[src/rtl/alarm_pkg.sv]
package alarm_pkg;
  localparam int unsigned BYTE_W = 8;
  localparam int unsigned SLOTS  = 3;

  typedef enum logic [1:0] {
    SLOT_SEC  = 2'd0,
    SLOT_MIN  = 2'd1,
    SLOT_HR   = 2'd2,
    SLOT_NONE = 2'd3
  } slot_e;
endpackage

[src/rtl/alarm_latch_bank.sv]
module alarm_latch_bank #(
  parameter int unsigned W       = 8,
  parameter int unsigned NSLOT   = 3,
  parameter int unsigned SEL_W   = 2,
  parameter logic [W-1:0] INIT_V = '1
) (
  input  logic                      clk,
  input  logic                      rst_n,
  input  logic                      wr_en,
  input  logic [SEL_W-1:0]          wr_sel,
  input  logic [W-1:0]              wr_data,
  output logic [NSLOT-1:0][W-1:0]   latch_q
);
  for (genvar s = 0; s < NSLOT; s++) begin : g_slot
    logic hit;
    assign hit = wr_en && (wr_sel == SEL_W'(s));
    always_ff @(posedge clk or negedge rst_n) begin
      if (!rst_n)   latch_q[s] <= INIT_V;
      else if (hit) latch_q[s] <= wr_data;
    end
  end
endmodule

[src/rtl/alarm_match.sv]
module alarm_match #(
  parameter int unsigned W     = 8,
  parameter int unsigned NSLOT = 3
) (
  input  logic                    tick,
  input  logic [NSLOT-1:0][W-1:0] alarm_v,
  input  logic [NSLOT-1:0][W-1:0] time_v,
  output logic                    match_evt
);
  logic [NSLOT-1:0] eq;
  for (genvar s = 0; s < NSLOT; s++) begin : g_cmp
    assign eq[s] = (alarm_v[s] == time_v[s]);
  end
  assign match_evt = tick && (&eq);
endmodule

[src/rtl/alarm_status.sv]
module alarm_status (
  input  logic clk,
  input  logic rst_n,
  input  logic match_evt,
  input  logic enable,
  input  logic rd_clr,
  output logic flag_q,
  output logic irq_q
);
  always_ff @(posedge clk or negedge rst_n) begin
    if (!rst_n) begin
      flag_q <= 1'b0;
      irq_q  <= 1'b0;
    end else begin
      if (match_evt)   flag_q <= 1'b1;
      else if (rd_clr) flag_q <= 1'b0;

      if (match_evt && enable) irq_q <= 1'b1;
      else if (rd_clr)         irq_q <= 1'b0;
    end
  end
endmodule

[src/rtl/alarm_cmp_top.sv]
module alarm_cmp_top
  import alarm_pkg::*;
#(
  parameter int unsigned W     = BYTE_W,
  parameter int unsigned NSLOT = SLOTS
) (
  input  logic         clk,
  input  logic         rst_n,
  input  logic         tick_1hz,
  input  logic [W-1:0] cur_sec,
  input  logic [W-1:0] cur_min,
  input  logic [W-1:0] cur_hr,
  input  logic         wr_en,
  input  logic [1:0]   wr_sel,
  input  logic [W-1:0] wr_data,
  input  logic         alarm_en,
  input  logic         stat_rd,
  output logic         irq_n,
  output logic         alarm_flag
);
  localparam int unsigned SEL_W = $bits(slot_e);

  logic [NSLOT-1:0][W-1:0] latch_q;
  logic [NSLOT-1:0][W-1:0] now_v;
  logic                    match_evt;
  logic                    irq_q;

  assign now_v = {cur_hr, cur_min, cur_sec};

  alarm_latch_bank #(.W(W), .NSLOT(NSLOT), .SEL_W(SEL_W), .INIT_V('1)) u_bank (
    .clk     (clk),
    .rst_n   (rst_n),
    .wr_en   (wr_en),
    .wr_sel  (wr_sel),
    .wr_data (wr_data),
    .latch_q (latch_q)
  );

  alarm_match #(.W(W), .NSLOT(NSLOT)) u_match (
    .tick      (tick_1hz),
    .alarm_v   (latch_q),
    .time_v    (now_v),
    .match_evt (match_evt)
  );

  alarm_status u_stat (
    .clk       (clk),
    .rst_n     (rst_n),
    .match_evt (match_evt),
    .enable    (alarm_en),
    .rd_clr    (stat_rd),
    .flag_q    (alarm_flag),
    .irq_q     (irq_q)
  );

  assign irq_n = ~irq_q;
endmodule

[config.mk]
export PLATFORM = sky130hd
export DESIGN_NAME = alarm_cmp_top
export DESIGN_NICKNAME = d
export VERILOG_FILES = /design/src/rtl/alarm_pkg.sv /design/src/rtl/alarm_latch_bank.sv /design/src/rtl/alarm_match.sv /design/src/rtl/alarm_status.sv /design/src/rtl/alarm_cmp_top.sv
export SDC_FILE = /design/constraint.sdc
export NUM_CORES = 1
export LEC_CHECK = 0
export BUFFER_PORTS_ARGS = -buffer_cell sky130_fd_sc_hd__clkbuf_2
export CAP_MARGIN = 25
export CORE_ASPECT_RATIO = 0.7
export CORE_MARGIN = 2
export CORE_UTILIZATION = 49
export DETAILED_ROUTE_END_ITERATION = 7
export HOLD_SLACK_MARGIN = 0.02
export PLACE_DENSITY = 0.77
export SETUP_SLACK_MARGIN = 0.15
export SYNTH_ARGS = -nofsm -noshare
export SYNTH_HDL_FRONTEND = slang
export SYNTH_SLANG_ARGS = --single-unit
[constraint.sdc]
create_clock -name clk -period 2.1 [get_ports clk]
set_clock_uncertainty 0.2 [all_clocks]
set_input_delay 0.42 -clock clk [delete_from_list [all_inputs] [get_ports clk]]
set_output_delay 0.42 -clock clk [all_outputs]
set_load 0.01 [all_outputs]
==> results of run 1 <==
==> layout make-up <==
| type | count | area [um2] | area share, % |
|---|---|---|---|
| multi-input combinational | 62 | 594 | 37.2 |
| clock buffer | 4 | 45.0 | 2.82 |
| tap | 34 | 42.5 | 2.66 |
| inverter | 3 | 11.3 | 0.705 |
| sequential | 26 | 681 | 42.6 |
| timing repair buffer | 43 | 223 | 13.9 |
==> final timing paths <==
path | slack, ns | cells past startpoint | endpoint | startpoint
max in group asynchronous | 0.81 | 2 | u_stat.irq_q | rst_n
min in group asynchronous | 0.49 | 2 | u_stat.flag_q | rst_n
min reg2reg | 0.31 | 2 | u_stat.irq_q | u_stat.irq_q
max | 0.23 | 4 | u_stat.irq_q | u_bank.latch_q[17]
max reg2reg | 0.23 | 4 | u_stat.irq_q | u_bank.latch_q[17]
min | 0.17 | 2 | u_stat.irq_q | stat_rd
==> flip-flops by register name, indices dropped and copies added, names as in the netlist <==
name            count
u_stat.flag_q       1
u_bank.latch_q     24
u_stat.irq_q        1
==> metrics by stage <==
stage | setup slack [ns] | instances | hold WS [ns]
after floorplan | 0.321 | 91 | -0.0756
after global placement | 0.209 | 167 | 0.258
after detailed placement | 0.185 | 167 | 0.261
after CTS | 0.224 | 172 | 0.159
after global routing | 0.168 | 172 | 0.162
final | 0.231 | 172 | 0.170
==> placed cells by master (no fill, tap or decap) <==
| cell | n |
|---|---|
| xnor2_2 | 1 |
| clkbuf_2 | 41 |
| dlygate4sd3_1 | 1 |
| nor4_1 | 2 |
| or4_4 | 1 |
| nor3_1 | 1 |
| nand4_1 | 3 |
| nand3b_1 | 2 |
| mux2_2 | 24 |
| dfstp_2 | 24 |
| nand2_1 | 1 |
| nor3b_2 | 1 |
| dfrtp_1 | 2 |
| o22ai_1 | 1 |
| xor2_1 | 11 |
| clkbuf_1 | 1 |
| clkbuf_8 | 3 |
| xnor2_1 | 12 |
| buf_4 | 1 |
| nand3_1 | 1 |
| inv_1 | 3 |
| o32ai_2 | 1 |
==> cell families after synthesis <==
| logic type | after synthesis | synth area share (%) |
|---|---|---|
| flip-flops | 26 | 53.2 |
| AO/OA/AOI/OAI | 2 | 1.76 |
| buffers and inverters | 3 | 0.881 |
| multiplexers | 24 | 21.1 |
| XOR/XNOR | 24 | 16.4 |
| AND/OR/NAND/NOR | 12 | 6.55 |
==> power breakdown <==
| group | internal, W | switching [W] | leakage (nW) | total, W |
|---|---|---|---|---|
| sequential | 0.000654 | 0.0000584 | 0.280 | 0.000712 |
| clock | 0.000135 | 0.000141 | 0.0228 | 0.000277 |
| combinational | 0.000165 | 0.000101 | 0.381 | 0.000266 |
| total | 0.000954 | 0.000301 | 0.684 | 0.00125 |
==> worst register-to-register path, cell delays in order (launching register included) <==
cell	delay, ns
dfstp_2	0.54
xnor2_1	0.14
nand4_1	0.12
or4_4	0.55
o32ai_2	0.24
==> repair_timing <==
action | 4_1_cts | 5_1_grt
gates resized for setup | 0 | 1
setup endpoints to repair | 0 | 1
hold buffers | 1 | 0
endpoints found under the hold margin | 2 | 0
==> routing by layer <==
| metal | share of wire, % | track usage (%) | wire length [um] |
|---|---|---|---|
| met1 | 48 | 23.4 | 1120 |
| met2 | 45 | 28.5 | 1050 |
| met3 | 7.0 | 6.00 | 165 |
| met4 | 0.51 | 3.75 | 12 |
| met5 | 0 | 0 | 0 |
==> flow_metrics.py, run 1 <==
metrics = {
    "pwr": {
        "power.leakage_nw": 0.684,
        "peakVddDrop_v": 0.000476,
        "fin_total_pwr_w": 0.00125,
        "p_per_area_nw_per_um2": 786,
    },
    "cts": {
        "path_clk_slew_ns": 0.08,
        "tritoncts": "built",
        "cts-buffers-inserted": 3,
        "clock_path_buffers": 2,
        "postCtsSetupRepairBufs": 0,
        "clock_latency_ns": 0.26,
        "cts_root_buf": "clkbuf_8",
        "h-tree-depth": 1,
        "clock_sinks": 26,
    },
    "final_layout": {
        "drive_gt1_share_pct": 70.3,
        "fin_util_pct": 64.4,
        "areaGrowthSynthToFinish_pct": 24.9,
        "final_area_um2": 1600,
        "fillers": 211,
        "layout.nets": 179,
        "diodes": 0,
    },
    "detailed_routing": {
        "finalWirelength_mm": 2.34,
        "routedWlPerCell_um": 13.6,
        "dr_total_vias": 862,
        "drc_errors": 0,
        "drt_pass1_iterations": 3,
        "antenna_left": 0,
        "drtIter0Drc": 7,
        "via_per_inst": 5.01,
    },
    "synth": {
        "netlist_top_cells_count": "24 x dfstp_2, 24 x mux2_2, 13 x xnor2_1",
        "syn_area_per_cell_um2": 14.1,
        "synth_largest_area_cell": "dfstp_2",
        "synth_nets": 131,
        "synth_warnings": 0,
        "yosysTopAreaCellShare_pct": 49.3,
        "ys.flop_type": "dfstp_2",
        "yosysUniqueCellTypes": 16,
        "ys_seq_elements": 26,
        "synth_edf_count": 0,
        "ys_async_sr_fraction_pct": 100,
        "syn_inst": 91,
        "synthTopCellsByArea": "dfstp_2 49%, mux2_2 21%, xnor2_1 8.9%, xor2_1 7.5%, dfrtp_1 3.9%",
        "synth_seq_area_share_pct": 53.2,
        "syn_area_um2": 1280,
    },
    "floorplan": {
        "ios": 42,
        "num_rows": 15,
        "die_y_um": 46.7,
        "coreArea_um2": 2480,
        "die_w_um": 65.1,
        "initial_core_util_pct": 51.6,
        "die_area_um2": 3040,
    },
    "placed_design": {
        "io_buffers": 41,
        "hpwl_mm": 1.83,
        "placed_area_um2": 1530,
        "routabilityCongestion": 0.824,
    },
    "setup_path": {
        "cp.buffers_inverters": 0,
        "cp-end-kind": "flop",
        "cp_cell_sequence": "xnor2_1 > nand4_1 > or4_4 > o32ai_2",
        "path_class": "flop to flop",
        "required_ns": 2.08,
        "slowest_delay_ns": 0.55,
        "cp_slowest_cell": "or4_4",
        "critPathLaunchType": "flop",
        "crit_fanout": 2,
        "crit_family": "simple AND/OR/NAND/NOR gates",
        "crit_arrival_ns": 1.85,
    },
    "worst_hold_path": {
        "hold_class": "input port to flop",
    },
    "run_status": {
        "status": "finished, final reports clean",
    },
    "global_routing": {
        "grt_use_total_pct": 17.5,
        "grt_pass1_vias": 846,
        "antenna_found_initial": 0,
        "overflow": 0,
        "grt_pass1_wl_mm": 3.80,
        "grt_start_max_net_pins": 27,
    },
    "sta": {
        "period_share_pct": 89.0,
        "rsz0062_at_grt": "no",
        "tns_ns": 0,
        "fin_crit_ns": 1.87,
        "worstMarginPinSlew_ns": 0.615,
        "setup_viol": 0,
        "slew_headroom_pct": 59.0,
        "max_freq_mhz": 535,
        "final-hold-violation-count": 0,
        "slew_viol_final": 0,
    },
    "job": {
        "max_cap_violations": 0,
    },
}
Power figures use the tool's default switching activity.
==> run 2: changes to the inputs <==
--- a/config.mk
+++ b/config.mk
@@ -10,9 +10,11 @@
 export CORE_ASPECT_RATIO = 0.7
 export CORE_MARGIN = 2
 export CORE_UTILIZATION = 49
+export CTS_CLUSTER_DIAMETER = 120
 export DETAILED_ROUTE_END_ITERATION = 7
 export HOLD_SLACK_MARGIN = 0.02
-export PLACE_DENSITY = 0.77
+export PLACE_DENSITY = 0.8
+export RECOVER_POWER = 25
 export SETUP_SLACK_MARGIN = 0.15
 export SYNTH_ARGS = -nofsm -noshare
 export SYNTH_HDL_FRONTEND = slang
==> run 2 against run 1 <==
Die area did not move. Flip-flop and latch count unchanged. Largest power group unchanged. Clock-buffer cell count is the same. Register-to-register slack got worse by 0.02 ns. Setup slack worse by 0.018 ns.
==> flow_metrics.py, run 2 (synthesis results as in run 1) <==
metrics = {
    "run_status": {
        "status": "finished, final reports clean",
    },
    "final_layout": {
        "drive_gt1_share_pct": 66.9,
        "final_common_cell": "clkbuf_2",
        "regMostFlops": "u_bank.latch_q",
        "fin_util_pct": 64.0,
        "diodes": 0,
        "layout_common_cells": "40 x clkbuf_2, 24 x dfstp_2, 23 x mux2_2",
        "reg_top3": "u_bank.latch_q (24), u_stat.flag_q (1), u_stat.irq_q (1)",
        "layout.cells.non_filler": 173,
        "largest_reg_flops": 24,
        "final_area_um2": 1590,
        "areaGrowthSynthToFinish_pct": 24.1,
        "layout.nets": 180,
    },
    "floorplan": {
        "die_y_um": 46.7,
        "die_w_um": 65.1,
        "ios": 42,
        "num_rows": 15,
        "initial_core_util_pct": 51.6,
        "coreArea_um2": 2480,
        "die_area_um2": 3040,
    },
    "cts": {
        "clock_path_buffers": 2,
        "tritoncts": "built",
        "cts-buffers-inserted": 3,
        "cts_resized": 0,
        "clock_sinks": 26,
        "h-tree-depth": 1,
        "cts_root_buf": "clkbuf_8",
        "path_clk_slew_ns": 0.09,
        "clock_latency_ns": 0.27,
    },
    "sta": {
        "max_freq_mhz": 530,
        "slew_headroom_pct": 58.1,
        "final-hold-violation-count": 0,
        "whs_ns": 0.165,
        "worstMarginPinSlew_ns": 0.628,
        "slew_viol_final": 0,
        "fin_crit_ns": 1.89,
        "setup_viol": 0,
        "tns_ns": 0,
        "rsz0062_at_grt": "no",
        "period_share_pct": 89.8,
    },
    "pwr": {
        "peakVddDrop_v": 0.000589,
        "power.leakage_nw": 0.675,
        "p_sw_w": 0.000313,
        "p_clk_share_pct": 22.5,
        "pwr-share-seq_pct": 56.4,
        "p_per_area_nw_per_um2": 798,
        "pwr-share-comb_pct": 21.1,
        "internal-power_w": 0.000954,
        "switching_share_pct": 24.7,
    },
    "setup_path": {
        "slowest_delay_ns": 0.55,
        "crit_fanout": 2,
        "crit_arrival_ns": 1.87,
        "critPathLaunchType": "flop",
        "cp-end-kind": "flop",
        "cp_cell_sequence": "xnor2_1 > nand4_1 > or4_4 > o32ai_2",
        "cp_slowest_cell": "or4_4",
        "cp.buffers_inverters": 0,
        "path_class": "flop to flop",
        "crit_family": "simple AND/OR/NAND/NOR gates",
        "reg2reg_slack_ns": 0.21,
        "required_ns": 2.08,
    },
    "global_routing": {
        "antenna_found_initial": 0,
        "grt_use_total_pct": 19.3,
        "grt_pass1_wl_mm": 4.26,
        "grt_start_max_net_pins": 27,
        "overflow": 0,
        "grt_pass1_vias": 916,
    },
    "detailed_routing": {
        "finalWirelength_mm": 2.48,
        "drt_pass1_iterations": 2,
        "antenna_left": 0,
        "routedWlPerCell_um": 14.4,
        "drc_errors": 0,
        "via_per_inst": 4.87,
        "dr_total_vias": 842,
        "drtIter0Drc": 9,
    },
    "worst_hold_path": {
        "hold_class": "input port to flop",
    },
    "placed_design": {
        "io_buffers": 41,
        "placed_area_um2": 1530,
        "hpwl_mm": 1.92,
        "routabilityCongestion": 0.749,
        "placed_cells": 167,
    },
    "job": {
        "max_cap_violations": 0,
    },
}
## run 2: cell types whose count changed in the layout (fill, tap and decap cells not counted)
cell	before	now
clkbuf_1	1	3
xnor2_1	12	13
mux2_1	0	1
clkbuf_2	41	40
nor3b_2	1	0
nor3b_1	0	1
mux2_2	24	23
xnor2_2	1	0
## run 2: per-layer routing
metal	track usage (%)	vias up	wire, um
met5	0	-	0
met4	3.75	0	10
met3	4.80	2	163
met2	32.6	31	1130
met1	26.3	397	1180
li1	-	412	-
## run 2: power groups by stage
stage / clock (W) / sequential (W) / combinational, W
after CTS: 0.000296 / 0.000715 / 0.000268
after global routing: 0.000318 / 0.000727 / 0.000303
final: 0.000285 / 0.000714 / 0.000267
after detailed placement: 0 / 0.000724 / 0.000264
after global placement: 0 / 0.000716 / 0.000255
after floorplan: 0 / 0.000705 / 0.000182
## run 2: final cells by class
cell class                 instances  area, um2
fill                             227        891
multi-input combinational         62        582
sequential                        26        681
timing repair buffer              44        225
clock buffer                       4       45.0
inverter                           3       11.3
tap                               34       42.5
## run 2: repair_timing
action,4_1_cts,5_1_grt
setup buffers,0,1
hold buffers,1,0
endpoints found under the setup margin,0,1
hold endpoints to repair,2,0
## run 2: path summary, 6_finish.rpt
kind                                          from  depth (start not counted)             to
worst max-delay path            u_bank.latch_q[21]                          4   u_stat.irq_q
worst min-delay path                       stat_rd                          2   u_stat.irq_q
worst max register to register  u_bank.latch_q[21]                          4   u_stat.irq_q
worst min register to register        u_stat.irq_q                          2   u_stat.irq_q
max in group asynchronous                    rst_n                          2   u_stat.irq_q
min in group asynchronous                    rst_n                          2  u_stat.flag_q
## run 2: through the flow
step	setup WS, ns	total power, W
2_1_floorplan	0.321	0.000887
3_3_place_gp	0.216	0.000971
3_5_place_dp	0.192	0.000988
4_1_cts	0.207	0.00128
5_1_grt	0.148	0.00135
6_report	0.214	0.00127
